$ cat src/rtl/busreq_pkg.sv
package busreq_pkg;

  typedef enum logic [1:0] {
    ST_IDLE = 2'd0,
    ST_REQ  = 2'd1,
    ST_OWN  = 2'd2,
    ST_REL  = 2'd3
  } rq_state_e;

  localparam logic [1:0] MODE_ON_REQ  = 2'd0;
  localparam logic [1:0] MODE_ON_DONE = 2'd1;

  // Release decision for the current owned cycle.
  function automatic logic release_due(
    input logic [1:0] mode,
    input logic       done_now,
    input logic       done_before,
    input logic       others_pending,
    input logic       sw_rel
  );
    logic due;
    case (mode)
      MODE_ON_REQ:  due = others_pending && (done_now || done_before);
      MODE_ON_DONE: due = done_now;
      default:      due = sw_rel;
    endcase
    return due;
  endfunction

endpackage

$ cat src/rtl/busreq_cfg.sv
module busreq_cfg #(
  parameter int LVL_W = 2
) (
  input  logic             clk,
  input  logic             rst_n,
  input  logic             capture,
  input  logic [LVL_W-1:0] lvl_in,
  input  logic [1:0]       mode_in,
  output logic [LVL_W-1:0] lvl_q,
  output logic [1:0]       mode_q
);
  always_ff @(posedge clk or negedge rst_n) begin
    if (!rst_n) begin
      lvl_q  <= '0;
      mode_q <= '0;
    end else if (capture) begin
      lvl_q  <= lvl_in;
      mode_q <= mode_in;
    end
  end
endmodule

$ cat src/rtl/busreq_release.sv
module busreq_release
  import busreq_pkg::*;
#(
  parameter int NUM_LEVELS = 4
) (
  input  logic                  clk,
  input  logic                  rst_n,
  input  logic                  in_own,
  input  logic [1:0]            mode,
  input  logic                  xfer_done,
  input  logic [NUM_LEVELS-1:0] other_req,
  input  logic                  sw_release,
  output logic                  rel_now,
  output logic                  done_seen
);
  logic others_pending;
  assign others_pending = |other_req;

  always_ff @(posedge clk or negedge rst_n) begin
    if (!rst_n)         done_seen <= 1'b0;
    else if (!in_own)   done_seen <= 1'b0;
    else if (xfer_done) done_seen <= 1'b1;
  end

  assign rel_now = in_own &&
                   release_due(mode, xfer_done, done_seen, others_pending, sw_release);
endmodule

$ cat src/rtl/busreq_fsm.sv
module busreq_fsm
  import busreq_pkg::*;
(
  input  logic      clk,
  input  logic      rst_n,
  input  logic      want_bus,
  input  logic      grant_hit,
  input  logic      rel_now,
  output rq_state_e state
);
  rq_state_e nxt;

  always_comb begin
    nxt = state;
    case (state)
      ST_IDLE: if (want_bus)  nxt = ST_REQ;
      ST_REQ:  if (grant_hit) nxt = ST_OWN;
      ST_OWN:  if (rel_now)   nxt = ST_REL;
      default:                nxt = ST_IDLE;
    endcase
  end

  always_ff @(posedge clk or negedge rst_n) begin
    if (!rst_n) state <= ST_IDLE;
    else        state <= nxt;
  end
endmodule

$ cat src/rtl/busreq_top.sv
module busreq_top
  import busreq_pkg::*;
#(
  parameter int NUM_LEVELS = 4,
  localparam int LVL_W = (NUM_LEVELS > 1) ? $clog2(NUM_LEVELS) : 1
) (
  input  logic                  clk,
  input  logic                  rst_n,
  input  logic [LVL_W-1:0]      cfg_level,
  input  logic [1:0]            cfg_mode,
  input  logic                  want_bus,
  input  logic                  xfer_done,
  input  logic                  sw_release,
  input  logic [NUM_LEVELS-1:0] grant_in,
  input  logic [NUM_LEVELS-1:0] other_req,
  output logic [NUM_LEVELS-1:0] req_out,
  output logic                  bbsy,
  output logic                  owned
);
  rq_state_e        state;
  logic [LVL_W-1:0] act_level;
  logic [1:0]       act_mode;
  logic             is_idle, is_req, in_own, grant_hit, rel_now, done_seen;

  assign is_idle   = (state == ST_IDLE);
  assign is_req    = (state == ST_REQ);
  assign in_own    = (state == ST_OWN);
  assign grant_hit = grant_in[act_level];

  busreq_cfg #(.LVL_W(LVL_W)) cfg_i (
    .clk(clk), .rst_n(rst_n), .capture(is_idle),
    .lvl_in(cfg_level), .mode_in(cfg_mode),
    .lvl_q(act_level), .mode_q(act_mode)
  );

  busreq_release #(.NUM_LEVELS(NUM_LEVELS)) rel_i (
    .clk(clk), .rst_n(rst_n), .in_own(in_own), .mode(act_mode),
    .xfer_done(xfer_done), .other_req(other_req), .sw_release(sw_release),
    .rel_now(rel_now), .done_seen(done_seen)
  );

  busreq_fsm fsm_i (
    .clk(clk), .rst_n(rst_n), .want_bus(want_bus),
    .grant_hit(grant_hit), .rel_now(rel_now), .state(state)
  );

  for (genvar g = 0; g < NUM_LEVELS; g++) begin : g_req
    assign req_out[g] = is_req && (act_level == g[LVL_W-1:0]);
  end

  assign bbsy  = in_own || (state == ST_REL);
  assign owned = in_own;
endmodule

$ cat config.mk
export PLATFORM = sky130hd
export DESIGN_NAME = busreq_top
export DESIGN_NICKNAME = d
export VERILOG_FILES = /design/src/rtl/busreq_pkg.sv /design/src/rtl/busreq_cfg.sv /design/src/rtl/busreq_release.sv /design/src/rtl/busreq_fsm.sv /design/src/rtl/busreq_top.sv
export SDC_FILE = /design/constraint.sdc
export NUM_CORES = 1
export LEC_CHECK = 0
export CAP_MARGIN = 25
export CORE_AREA = 2 2 39 41
export CTS_CLUSTER_DIAMETER = 50
export CTS_CLUSTER_SIZE = 14
export DETAILED_ROUTE_END_ITERATION = 10
export DIE_AREA = 0 0 41 43
export PLACE_DENSITY_LB_ADDON = 0.25
export SLEW_MARGIN = 20
export SYNTH_ARGS = -nofsm -noshare
export SYNTH_HDL_FRONTEND = slang
export SYNTH_SLANG_ARGS = --single-unit
$ cat constraint.sdc
create_clock -name clk -period 2 [get_ports clk]
set_clock_uncertainty 0.1 [all_clocks]
set_input_delay 0.2 -clock clk [delete_from_list [all_inputs] [get_ports clk]]
set_output_delay 0.2 -clock clk [all_outputs]
set_load 0.05 [all_outputs]
==> results.yml <==
run_status:
  status: "finished, final reports clean"
critical_path:
  cp.required_ns: 1.70
  cp-start-kind: "flip-flop"
  critPathCaptureType: "primary output"
  r2r_start: "fsm_i.state[1]"
  crit_start: "fsm_i.state[0]"
  worstPathArrival_ns: 1.46
  cp_max_fo: 5
  critical_path_class: "flip-flop to primary output"
placed_design:
  place_congestion: 0.691
  io_buffers: 22
  dpl.hpwl_um: 831
  dp.cells: 79
clock_network:
  cts_max_level: 1
  clk_pin_slew_worst_paths_ns: 0.05
  worstSkewPairLatency_ns: 0.25
  tritoncts: "done"
  cts_setup_buffers: 0
  numCtsBuffers: 3
  cts-resized-gates: 0
  clock_sinks: 7
  hold_buffers: 0
  cts_buffer_depth: 2
  root_buffer: "clkbuf_4"
global_routing:
  antenna_found_initial: 0
  grt_max_degree: 8
  grt_use_total_pct: 14.4
  grt_overflow: 0
  grt_pass1_wl_um: 1650
  grt_pass1_vias: 390
route:
  vias: 388
  vias_per_cell: 4.67
  wl_per_cell_um: 12.2
  postRouteWirelength_um: 1010
  first_iter_violations: 5
  drcViolationCount: 0
  drtPass1Iterations: 4
  ant_nets: 0
die:
  ioPinCount: 23
  coreArea_mm2: 0.00138
  start_util_pct: 32.3
  die-width_um: 41
  dieArea_mm2: 0.00176
  fp.dieH_um: 43
  row_count: 14
synthesis:
  ys_ff_latch: 7
  synthCells: 43
  ys_types: 20
  synthTopCellsByCount: "dfrtp_1 (7), ha_1 (4), inv_1 (4), nand2_1 (4)"
  yosys_warnings: 0
  synth-edff-count: 0
  synth_top_area_share_pct: 39.2
  syn_area_um2: 447
  synth_most_common_cell: "dfrtp_1"
  synthTopCellsByArea: "dfrtp_1 (39%), ha_1 (11%), mux2_2 (7.6%)"
  ys_seq_area_share_pct: 39.2
  synth_largest_area_cell: "dfrtp_1"
  synth_nets: 64
  syn_avg_cell_area_um2: 10.4
  synth-async-reset-ratio_pct: 100
  synth_ff_type: "dfrtp_1"
sta:
  max_freq_mhz: 567
  setup_viol: 0
  hold_viol: 0
  fin_setup_tns_ns: 0
  tightest_slew_ns: 0.333
  slew_violations: 0
  slew_headroom_pct: 77.5
  post-route-min-period_ns: 1.76
  fin_hold_ws_ns: 0.111
  finalCritPeriodShare_pct: 88.2
  rsz0062_at_grt: "false"
flow_run:
  max-cap-violations: 0
pwr:
  p_leak_nw: 0.335
  powerDensity_mw_per_mm2: 1510
  ir_drop_uv: 1140
final_layout:
  nets: 89
  antenna_cells: 0
  drive_above_1_share_pct: 26.9
  syn_to_final_growth_pct: 65.3
  layoutNonFillerInstCount: 83
min_path:
  min_path_type: "input port to async pin"
-- worst paths after layout --
path / to / slack [ns] / cells after the start
max: bbsy / 0.24 / 4
min: cfg_i.lvl_q[1] / 0.11 / 1
max reg2reg: fsm_i.state[1] / 0.34 / 5
min reg2reg: rel_i.done_seen / 0.40 / 2
max in group asynchronous: fsm_i.state[0] / 1.44 / 1
min in group clk: rel_i.done_seen / 0.40 / 2
-- worst max-delay path: stages, from the launching register on --
cell	delay [ns]
dfrtp_1	0.37
inv_1	0.08
ha_1	0.26
or2_2	0.31
buf_4	0.19
-- through the flow --
| step | util, % | setup slack (ns) | instance area [um^2] | power (mW) |
|---|---|---|---|---|
| 2_1_floorplan | - | 0.0690 | 452 | 0.785 |
| 3_3_place_gp | 51.4 | 0.228 | 712 | 0.981 |
| 3_5_place_dp | 51.4 | 0.209 | 712 | 0.993 |
| 4_1_cts | 53.3 | 0.229 | 738 | 1.13 |
| 5_1_grt | 53.3 | 0.152 | 738 | 1.19 |
| 6_report | 53.3 | 0.235 | 738 | 1.12 |
-- kinds of logic after synthesis --
kind of cell / Yosys count / synth area share [%]
muxes: 7 / 17.6
DFF: 7 / 39.2
and+or+nand+nor: 14 / 16.2
buffers and inverters: 6 / 6.72
AOI/OAI and AO/OA: 5 / 8.96
adders and majority gates: 4 / 11.2
-- state kept, by name, summed over array words and instances, names as in the netlist --
register,cells
cfg_i.mode_q,2
cfg_i.lvl_q,2
fsm_i.state,2
rel_i.done_seen,1
-- per-layer routing --
layer	GRT usage (%)	part of all wire, %	wire length [um]	up-vias
li1	-	-	-	197
met3	6.28	5.0	51	5
met5	0	0	0	-
met1	16.7	42	426	176
met4	8.00	2.8	28	0
met2	21.3	50	502	10
-- placed cells by master (no fill, tap or decap), drive strengths merged --
cell           netlist  layout
nand3                1       1
o41ai                1       1
buf                  1       6
o211ai               1       1
a32oi                1       1
or2                  1       1
nor2b                1       1
mux2                 4       4
ha                   4       4
nor3b                1       1
clkdlybuf4s50        0      16
dfrtp                7       7
nand2                4       4
nor4                 1       1
and3                 2       2
mux2i                3       3
inv                  4       4
nor2                 3       3
clkbuf               1       4
o21ai                2       2
-- power breakdown --
| group | total, mW | internal [mW] | switching, mW |
|---|---|---|---|
| clock | 0.131 | 0.0763 | 0.0544 |
| combinational | 0.691 | 0.334 | 0.357 |
| sequential | 0.293 | 0.215 | 0.0780 |
-- final cells by class --
cell class | instances | area, um^2
fill | 130 | 646
timing repair buffer | 22 | 255
multi-input combinational | 30 | 246
sequential | 7 | 175
clock buffer | 4 | 26.3
tap | 16 | 20.0
inverter | 4 | 15.0
Power figures use the tool's default switching activity.
